--- config.mk ---
export PLATFORM = sky130hd
export DESIGN_NAME = dram_page_seq
export DESIGN_NICKNAME = d
export VERILOG_FILES = /design/src/rtl/dram_seq_pkg.sv /design/src/rtl/open_row_table.sv /design/src/rtl/page_classifier.sv /design/src/rtl/cmd_sequencer.sv /design/src/rtl/dram_page_seq.sv
export SDC_FILE = /design/constraint.sdc
export NUM_CORES = 1
export LEC_CHECK = 0
export ABC_AREA = 1
export ABC_CLOCK_PERIOD_IN_PS = 2950
export BUFFER_PORTS_ARGS = -buffer_cell sky130_fd_sc_hd__buf_2
export CAP_MARGIN = 15
export CORE_MARGIN = 2
export CORE_UTILIZATION = 45
export CTS_BUF_LIST = sky130_fd_sc_hd__clkbuf_8
export DETAILED_ROUTE_END_ITERATION = 10
export PLACE_DENSITY = 0.58
export SLEW_MARGIN = 0
export SYNTH_ARGS = -nofsm -noshare
export SYNTH_HDL_FRONTEND = slang
export SYNTH_SLANG_ARGS = --single-unit
--- constraint.sdc ---
create_clock -name clk_i -period 2.95 [get_ports clk_i]
set_clock_uncertainty 0.15 [all_clocks]
set_input_delay 0.59 -clock clk_i [delete_from_list [all_inputs] [get_ports clk_i]]
set_output_delay 0.59 -clock clk_i [all_outputs]
set_load 0.01 [all_outputs]
--- src/rtl/dram_seq_pkg.sv ---
package dram_seq_pkg;

  typedef enum logic [3:0] {
    CMD_PRE  = 4'd0,
    CMD_PREA = 4'd1,
    CMD_ACT  = 4'd2,
    CMD_RD   = 4'd3,
    CMD_WR   = 4'd4,
    CMD_RDA  = 4'd5,
    CMD_WRA  = 4'd6,
    CMD_REF  = 4'd7,
    CMD_REFT = 4'd8
  } cmd_e;

  typedef enum logic [1:0] {
    PG_CLOSED   = 2'd0,
    PG_CONFLICT = 2'd1,
    PG_HIT      = 2'd2
  } page_class_e;

  typedef enum logic [1:0] {
    ST_IDLE = 2'd0,
    ST_PRE  = 2'd1,
    ST_ACT  = 2'd2,
    ST_RW   = 2'd3
  } seq_state_e;

endpackage

--- src/rtl/open_row_table.sv ---
module open_row_table #(
  parameter int NUM_BANKS = 8,
  parameter int ROW_W     = 14,
  parameter int BANK_W    = (NUM_BANKS > 1) ? $clog2(NUM_BANKS) : 1
) (
  input  logic              clk_i,
  input  logic              rst_ni,
  input  logic              act_en_i,
  input  logic              pre_en_i,
  input  logic [BANK_W-1:0] upd_bank_i,
  input  logic [ROW_W-1:0]  upd_row_i,
  input  logic [BANK_W-1:0] rd_bank_i,
  output logic              rd_open_o,
  output logic [ROW_W-1:0]  rd_row_o
);

  logic             open_q [NUM_BANKS];
  logic [ROW_W-1:0] row_q  [NUM_BANKS];

  for (genvar b = 0; b < NUM_BANKS; b++) begin : g_bank
    logic hit_bank;
    assign hit_bank = (upd_bank_i == BANK_W'(b));

    always_ff @(posedge clk_i or negedge rst_ni) begin
      if (!rst_ni) begin
        open_q[b] <= 1'b0;
        row_q[b]  <= '0;
      end else if (act_en_i && hit_bank) begin
        open_q[b] <= 1'b1;
        row_q[b]  <= upd_row_i;
      end else if (pre_en_i && hit_bank) begin
        open_q[b] <= 1'b0;
      end
    end
  end

  assign rd_open_o = open_q[rd_bank_i];
  assign rd_row_o  = row_q[rd_bank_i];

  // table reflects accepted activate/precharge on the next cycle
  p_act_opens_r7: assert property (@(posedge clk_i) disable iff (!rst_ni)
    act_en_i |=> (open_q[$past(upd_bank_i)] && row_q[$past(upd_bank_i)] == $past(upd_row_i)));
  p_pre_closes_r7: assert property (@(posedge clk_i) disable iff (!rst_ni)
    pre_en_i |=> !open_q[$past(upd_bank_i)]);
  p_upd_exclusive_r7: assert property (@(posedge clk_i) disable iff (!rst_ni)
    !(act_en_i && pre_en_i));

endmodule

--- src/rtl/page_classifier.sv ---
module page_classifier
  import dram_seq_pkg::*;
#(
  parameter int ROW_W = 14
) (
  input  logic             bank_open_i,
  input  logic [ROW_W-1:0] open_row_i,
  input  logic [ROW_W-1:0] req_row_i,
  output page_class_e      pg_class_o
);

  always_comb begin
    if (!bank_open_i)                pg_class_o = PG_CLOSED;
    else if (open_row_i != req_row_i) pg_class_o = PG_CONFLICT;
    else                             pg_class_o = PG_HIT;
  end

endmodule

--- src/rtl/cmd_sequencer.sv ---
module cmd_sequencer
  import dram_seq_pkg::*;
#(
  parameter int ROW_W  = 14,
  parameter int BANK_W = 3
) (
  input  logic              clk_i,
  input  logic              rst_ni,
  input  logic              req_valid_i,
  output logic              req_ready_o,
  input  logic [BANK_W-1:0] req_bank_i,
  input  logic [ROW_W-1:0]  req_row_i,
  input  logic              req_write_i,
  input  page_class_e       pg_class_i,
  output logic              cmd_valid_o,
  input  logic              cmd_ready_i,
  output logic [3:0]        cmd_code_o,
  output logic [BANK_W-1:0] cmd_bank_o,
  output logic [ROW_W-1:0]  cmd_row_o,
  output logic              done_o,
  output logic              act_en_o,
  output logic              pre_en_o
);

  seq_state_e        state_q, state_d;
  logic [BANK_W-1:0] bank_q;
  logic [ROW_W-1:0]  row_q;
  logic              write_q;
  logic              req_fire, cmd_fire;

  assign req_ready_o = (state_q == ST_IDLE);
  assign req_fire    = req_valid_i && req_ready_o;
  assign cmd_valid_o = (state_q != ST_IDLE);
  assign cmd_fire    = cmd_valid_o && cmd_ready_i;

  always_comb begin
    state_d = state_q;
    unique case (state_q)
      ST_IDLE: if (req_fire) begin
        unique case (pg_class_i)
          PG_CLOSED:   state_d = ST_ACT;
          PG_CONFLICT: state_d = ST_PRE;
          default:     state_d = ST_RW;
        endcase
      end
      ST_PRE:  if (cmd_ready_i) state_d = ST_ACT;
      ST_ACT:  if (cmd_ready_i) state_d = ST_RW;
      default: if (cmd_ready_i) state_d = ST_IDLE;
    endcase
  end

  always_ff @(posedge clk_i or negedge rst_ni) begin
    if (!rst_ni) begin
      state_q <= ST_IDLE;
      bank_q  <= '0;
      row_q   <= '0;
      write_q <= 1'b0;
    end else begin
      state_q <= state_d;
      if (req_fire) begin
        bank_q  <= req_bank_i;
        row_q   <= req_row_i;
        write_q <= req_write_i;
      end
    end
  end

  always_comb begin
    unique case (state_q)
      ST_PRE:  cmd_code_o = CMD_PRE;
      ST_ACT:  cmd_code_o = CMD_ACT;
      ST_RW:   cmd_code_o = write_q ? CMD_WR : CMD_RD;
      default: cmd_code_o = CMD_PRE;
    endcase
  end

  assign cmd_bank_o = bank_q;
  assign cmd_row_o  = row_q;
  assign done_o     = cmd_fire && (state_q == ST_RW);
  assign act_en_o   = cmd_fire && (state_q == ST_ACT);
  assign pre_en_o   = cmd_fire && (state_q == ST_PRE);

  p_ready_drops_r8: assert property (@(posedge clk_i) disable iff (!rst_ni)
    req_fire |=> !req_ready_o);
  p_stall_hold_r9: assert property (@(posedge clk_i) disable iff (!rst_ni)
    (cmd_valid_o && !cmd_ready_i) |=>
      (cmd_valid_o && $stable(cmd_code_o) && $stable(cmd_bank_o) && $stable(cmd_row_o)));
  p_pre_then_act_r3: assert property (@(posedge clk_i) disable iff (!rst_ni)
    (cmd_fire && cmd_code_o == CMD_PRE) |=> (cmd_valid_o && cmd_code_o == CMD_ACT));
  p_act_then_col_r2: assert property (@(posedge clk_i) disable iff (!rst_ni)
    (cmd_fire && cmd_code_o == CMD_ACT) |=>
      (cmd_valid_o && (cmd_code_o == CMD_RD || cmd_code_o == CMD_WR)));
  p_hit_direct_r4: assert property (@(posedge clk_i) disable iff (!rst_ni)
    (req_fire && pg_class_i == PG_HIT) |=>
      (cmd_valid_o && (cmd_code_o == CMD_RD || cmd_code_o == CMD_WR)));
  p_no_auto_pre_r5: assert property (@(posedge clk_i) disable iff (!rst_ni)
    cmd_valid_o |-> (cmd_code_o inside {CMD_PRE, CMD_ACT, CMD_RD, CMD_WR}));
  p_done_on_col_r10: assert property (@(posedge clk_i) disable iff (!rst_ni)
    done_o |-> (cmd_valid_o && cmd_ready_i && (cmd_code_o == CMD_RD || cmd_code_o == CMD_WR)));

endmodule

--- src/rtl/dram_page_seq.sv ---
module dram_page_seq
  import dram_seq_pkg::*;
#(
  parameter int NUM_BANKS = 8,
  parameter int ROW_W     = 14,
  localparam int BANK_W   = (NUM_BANKS > 1) ? $clog2(NUM_BANKS) : 1
) (
  input  logic              clk_i,
  input  logic              rst_ni,
  input  logic              req_valid_i,
  output logic              req_ready_o,
  input  logic [BANK_W-1:0] req_bank_i,
  input  logic [ROW_W-1:0]  req_row_i,
  input  logic              req_write_i,
  output logic              cmd_valid_o,
  input  logic              cmd_ready_i,
  output logic [3:0]        cmd_code_o,
  output logic [BANK_W-1:0] cmd_bank_o,
  output logic [ROW_W-1:0]  cmd_row_o,
  output logic              done_o
);

  logic             tbl_open;
  logic [ROW_W-1:0] tbl_row;
  logic             act_en, pre_en;
  page_class_e      pg_class;

  // Table is read with the incoming bank; updates use the latched command bank.
  open_row_table #(
    .NUM_BANKS (NUM_BANKS),
    .ROW_W     (ROW_W),
    .BANK_W    (BANK_W)
  ) i_table (
    .clk_i      (clk_i),
    .rst_ni     (rst_ni),
    .act_en_i   (act_en),
    .pre_en_i   (pre_en),
    .upd_bank_i (cmd_bank_o),
    .upd_row_i  (cmd_row_o),
    .rd_bank_i  (req_bank_i),
    .rd_open_o  (tbl_open),
    .rd_row_o   (tbl_row)
  );

  page_classifier #(.ROW_W(ROW_W)) i_class (
    .bank_open_i (tbl_open),
    .open_row_i  (tbl_row),
    .req_row_i   (req_row_i),
    .pg_class_o  (pg_class)
  );

  cmd_sequencer #(.ROW_W(ROW_W), .BANK_W(BANK_W)) i_seq (
    .clk_i       (clk_i),
    .rst_ni      (rst_ni),
    .req_valid_i (req_valid_i),
    .req_ready_o (req_ready_o),
    .req_bank_i  (req_bank_i),
    .req_row_i   (req_row_i),
    .req_write_i (req_write_i),
    .pg_class_i  (pg_class),
    .cmd_valid_o (cmd_valid_o),
    .cmd_ready_i (cmd_ready_i),
    .cmd_code_o  (cmd_code_o),
    .cmd_bank_o  (cmd_bank_o),
    .cmd_row_o   (cmd_row_o),
    .done_o      (done_o),
    .act_en_o    (act_en),
    .pre_en_o    (pre_en)
  );

  // command fields hold the accepted request for the whole sequence
  p_fields_fixed_r11: assert property (@(posedge clk_i) disable iff (!rst_ni)
    (cmd_valid_o && !done_o) |=> ($stable(cmd_bank_o) && $stable(cmd_row_o)));

endmodule

== After elaboration in Yosys (flattened, before gate mapping) ==
Index checks and enable logic that the tools add are counted.

* Register bits: 140
* Input port bits: 22
* Output and inout port bits: 24
* Logic and storage cells: 104

* Magnitude comparators: 1
* Equality and inequality tests: 15
* Mux-type cells: 32
* Bitwise operators: 1
* Reduce and logical (&&, ||, !) cells: 35

{| class="wikitable"
|+ Operators by type and width
! cell !! count
|-
| $bmux 14 s3 || 1
|-
| $mux 14 || 2
|-
| $logic_and 1x1->1 || 21
|-
| $reduce_bool 2->1 || 10
|-
| $mux 1 || 18
|-
| $ne 14x14->1 || 1
|-
| $eq 3x3->1 const B || 4
|-
| $mux 2 || 6
|-
| $pmux 4 s2 || 1
|-
| $eq 3x2->1 const B || 2
|-
| $ne 2x2->1 const B || 3
|-
| $pmux 2 s3 || 1
|-
| $eq 2x1->1 const B || 2
|-
| $eq 2x2->1 const B || 2
|-
| $ge 4x4->1 const B || 1
|-
| $logic_not 2->1 || 2
|-
| $not 3->4 || 1
|-
| $pmux 2 s2 || 1
|-
| $reduce_and 4->1 || 1
|-
| $bmux 1 s3 || 1
|-
| $eq 3x1->1 const B || 1
|-
| $logic_not 3->1 || 1
|-
| $mux 3 || 1
|}

== Longest topological paths before layout ==
* Word-level depth: 11
* Depth in mapped cells: 18
* Gate-level depth less buffers: 17

== By module ==
From an unflattened synthesis, not the netlist that was laid out.

* Cells, all modules: 980
* Area, all modules: 7398.3 µm²

{| class="wikitable"
|+ By module, submodules not included
! module !! instances !! cells each !! area each (µm²) !! sequential area each (µm²)
|-
| open_row_table || 1 || 823 || 6105.9 || 3002.9
|-
| cmd_sequencer || 1 || 80 || 989.7 || 500.5
|-
| page_classifier || 1 || 77 || 302.8 || 0.0
|}

== Worst setup path after synthesis ==
Ideal clock, no wire load.

* Path kind: flip-flop to flip-flop
* Start: register i_seq.state_q[1]
* End: register i_table.row_q[29] in the netlist's numbering
* Library setup time: 0.130 ns
* Arrival: 1.837 ns
* Data required time: 2.670 ns
* Setup slack: 0.833 ns
* Cell stages (with the launch flop): 10
* Buffers on the path: 1
* Clock period less this slack: 2.117 ns
* Path through: dfrtp_1 -> inv_1 -> ha_1 -> nor2_1 -> inv_1 -> nor2_1 -> inv_1 -> nor2_1 -> clkbuf_1 -> o21ai_0

* Longest elaborated chain between the ends: 4
* Elaborated cells between the ends (all ways): 5
* Classes of those cells: eq/ne (1); reduce/logical (4)

{| class="wikitable"
|+ Ends and longest elaborated chain
! element !! RTL line !! source
|-
| start: declaration || cmd_sequencer.sv:25 || <nowiki>seq_state_e state_q, state_d;</nowiki>
|-
| start signal: assignment || cmd_sequencer.sv:59 || <nowiki>state_q <= state_d;</nowiki>
|-
| $reduce_bool 2->1 || cmd_sequencer.sv:33 || <nowiki>assign cmd_valid_o = (state_q != ST_IDLE);</nowiki>
|-
| $logic_and 1x1->1 || cmd_sequencer.sv:34 || <nowiki>assign cmd_fire = cmd_valid_o && cmd_ready_i;</nowiki>
|-
| $logic_and 1x1->1 (*) || cmd_sequencer.sv:80 || <nowiki>assign act_en_o = cmd_fire && (state_q == ST_ACT);</nowiki>
|-
| $logic_and 1x1->1 (*) || open_row_table.sv:28 || <nowiki>end else if (act_en_i && hit_bank) begin</nowiki>
|-
| end signal: indexed assignment || open_row_table.sv:30 || <nowiki>row_q[b] <= upd_row_i;</nowiki>
|-
| end: declaration || open_row_table.sv:18 || <nowiki>logic [ROW_W-1:0] row_q [NUM_BANKS];</nowiki>
|}

Every way passes the cells marked *; elsewhere a longest branch is shown, timed or not.
A chain may end at the register's enable or synchronous reset.

== Worst setup path in the final report ==
* Start: register i_seq.state_q[1]
* End: output done_o

* Longest elaborated chain between the ends: 3
* Elaborated cells between the ends (all ways): 4
* Classes of those cells: eq/ne (1); reduce/logical (3)

{| class="wikitable"
|+ Ends and longest elaborated chain
! element !! RTL line !! source
|-
| $reduce_bool 2->1 || cmd_sequencer.sv:33 ||
|-
| $logic_and 1x1->1 || cmd_sequencer.sv:34 ||
|-
| $logic_and 1x1->1 (*) || cmd_sequencer.sv:79 || <nowiki>assign done_o = cmd_fire && (state_q == ST_RW);</nowiki>
|-
| end: declaration || dram_page_seq.sv:20 || <nowiki>output logic done_o</nowiki>
|}

Marks and branches as above.

==> run summary <==
Most common cell after layout, fill and taps aside: nand2_1
Placed insts: 1120
WHS: 226 ps
Hold WC Path Type: input port to register
Routed len/inst: 15.2 µm
Largest net degree at the start of global routing: 75
# nets final: 979
Setup_tns: 0 ps
Setup-failing EPs final: 0
Arrival @ worst endpoint: 1820 ps
Area of the multi-input gates: 2630 µm²
Syn nets: 938
Outcome: finished clean
Initial DRC count: 459
Cell area power density: 926 nW/µm²
H-tree levels: 4
DRT Wirelength: 17.5 mm
Worst-Margin Slew: 567 ps
Filler instances: 1513
Clk Tree Root Cell: clkbuf_8
Simple-Gate Fraction of Synth Area: 25.7%
Largest family of logic cells by synthesized area: simple AND/OR/NAND/NOR gates
Adder-Cell Fraction of Synth Area: 0.913%
RSZ-0062 raised after global routing: no
Clock transition at path regs: 80 ps
Layout area overhead: 12.2%
Post-synthesis sequential area ratio: 51.1%
Post-synthesis mux area share: 0.164%
Die Width: 127 µm
CTS tree: done
Max FO, Critical Path: 7
Clock sink count: 140
Clock latency on the worst-skew pair: 460 ps
Post-synthesis cell count: 911
Synth Area in XOR/XNOR: 0.128%
#FFs+latches synth: 140
Fin cells: 1151
DRC violations left: 0
Most frequent cells in the layout: nand2_1, o21ai_0, dfrtp_1
Leak Pwr: 3.92 nW
FP Rows: 45
# diodes: 0
DRT Pass-1 Iters: 5
CTS Buf Count: 17
Tcrit/Tclk final: 86.9%
Compound-gate portion of the synthesized area: 11.4%
Crit end category: output port
Startpoint types: register
Vias: 5758
Detail Route Antenna Nets: 0
GRT overflow: 0
Post-synth cell types: 24
Area of the die: 16200 µm²
Worst slew margin: 62.2%
Mapped cell area: 6860 µm²
CTS Buffer Depth: 2
Final hold viol count: 0
CP Class: register to output port
Core Region: 15000 µm²
Post-synthesis area per instance: 7.53 µm²
Max-cap violations: 0
Vias in the first global route: 5535
HPWL Detailed: 11.5 mm
I/O Pins: 46
Max Slew Vio Count: 0
Crit path required time: 2210 ps
Die Y: 127 µm
First-pass GRT wire length: 28.9 mm
Seq. cell area: 3500 µm²
Initial Util: 45.6%
Max Clock Freq: 390 MHz
Routability Congestion: 0.814
Resize count post-CTS: 0
Share of layout cells above drive strength 1: 10.2%
Tmin final: 2560 ps
Yosys warnings: 0
Global router's overall resource usage: 23.0%
Via/cell ratio: 5.00
Port Buf Inserts: 44
Initial antenna violation count: 0
Peak VDD IR: 0.000474 V
[cells by family (layout without fill, tap and decap cells)]
family,count (synthesis),after routing
mux,1,1
buf+inv,172,224
simple gates,437,437
fa+ha+maj,5,5
other cells,1,1
compound gates,154,154
xor+xnor,1,1
flops,140,140
[worst max-delay path: stages (launching register included)]
cell and delay, ps:
dfrtp_1 440, inv_1 110, ha_1 270, nor2_1 230, inv_1 80, nor2_1 100
buf_2 130
[layer usage]
| metal | track usage [%] | part of all wire [%] | up-vias |
|---|---|---|---|
| met2 | 36.7 | 46 | 117 |
| met1 | 31.6 | 48 | 2695 |
| met3 | 4.77 | 4.4 | 24 |
| met4 | 7.76 | 1.8 | 0 |
| met5 | 0 | 0 | - |
| li1 | - | - | 2922 |
[area by class of cell]
class                           count  area share [%]
Tap cell                          188            3.06
Multi-Input combinational cell    599            34.2
Clock inverter                      9            1.56
Clock buffer                       21            3.76
Timing Repair Buffer               67            5.71
Sequential cell                   140            45.5
Inverter                          127            6.20
[sequential cells by signal (all words and copies together), names as in the netlist]
signal and cells:
i_seq.write_q 1, i_table.row_q 112, i_seq.state_q 2, i_table.open_q 8
i_seq.cmd_row_o 14, i_seq.cmd_bank_o 3
[through the flow]
stage	area [µm²]	util [%]	setup slack, ps	power, W
finish	7690	51.2	387	0.00713
global route	7690	51.2	140	0.00775
global placement	7280	48.4	526	0.00552
floorplan	6860	-	833	0.00480
CTS	7690	51.2	338	0.00720
detailed placement	7280	48.4	462	0.00556
[where the power goes]
part | switching (W) | internal [W] | leakage, nW | total, W
Combinational | 0.00134 | 0.000801 | 1.96 | 0.00214
Clock | 0.000705 | 0.000906 | 0.216 | 0.00161
Sequential | 0.000559 | 0.00281 | 1.74 | 0.00337
[repair_timing]
item | 4_1_cts | 5_1_grt
hold buffers | 1 | 0
setup endpoints to repair | 0 | 0
buffers inserted | 0 | 0
endpoints found under the hold margin | 57 | 0
[final timing paths]
path	from	endpoint	slack, ps	cells past startpoint
setup reg to reg	i_seq.state_q[1]$_DFFE_PN0P_	i_table.row_q[77]$_DFFE_PN0P_	450	11
min in group asynchronous	rst_ni	i_table.row_q[43]$_DFFE_PN0P_	520	2
setup / recovery	i_seq.state_q[1]$_DFFE_PN0P_	done_o	390	6
max in group asynchronous	rst_ni	i_table.row_q[2]$_DFFE_PN0P_	1410	3
hold / removal	req_write_i	i_seq.write_q$_DFFE_PN0P_	230	2
hold reg to reg	i_table.row_q[103]$_DFFE_PN0P_	i_table.row_q[103]$_DFFE_PN0P_	330	2
[cells in the mapped netlist (all sizes together)]
cell type / instances / share of area [%]
nand3: 84 / 6.1
a22oi: 1 / 0.11
nor2: 40 / 2.2
a31oi: 2 / 0.18
o21ai: 144 / 11
o211ai: 1 / 0.11
buf: 27 / 2.6
ha: 5 / 0.91
clkbuf: 18 / 0.99
conb: 1 / 0.055
inv: 127 / 7.0
mux2: 1 / 0.16
nand4: 2 / 0.18
nor3: 5 / 0.36
a21oi: 5 / 0.36
xor2: 1 / 0.13
dfrtp: 140 / 51
a32o: 1 / 0.15
nor4: 2 / 0.18
nand2: 304 / 17
Power figures use the tool's default switching activity.
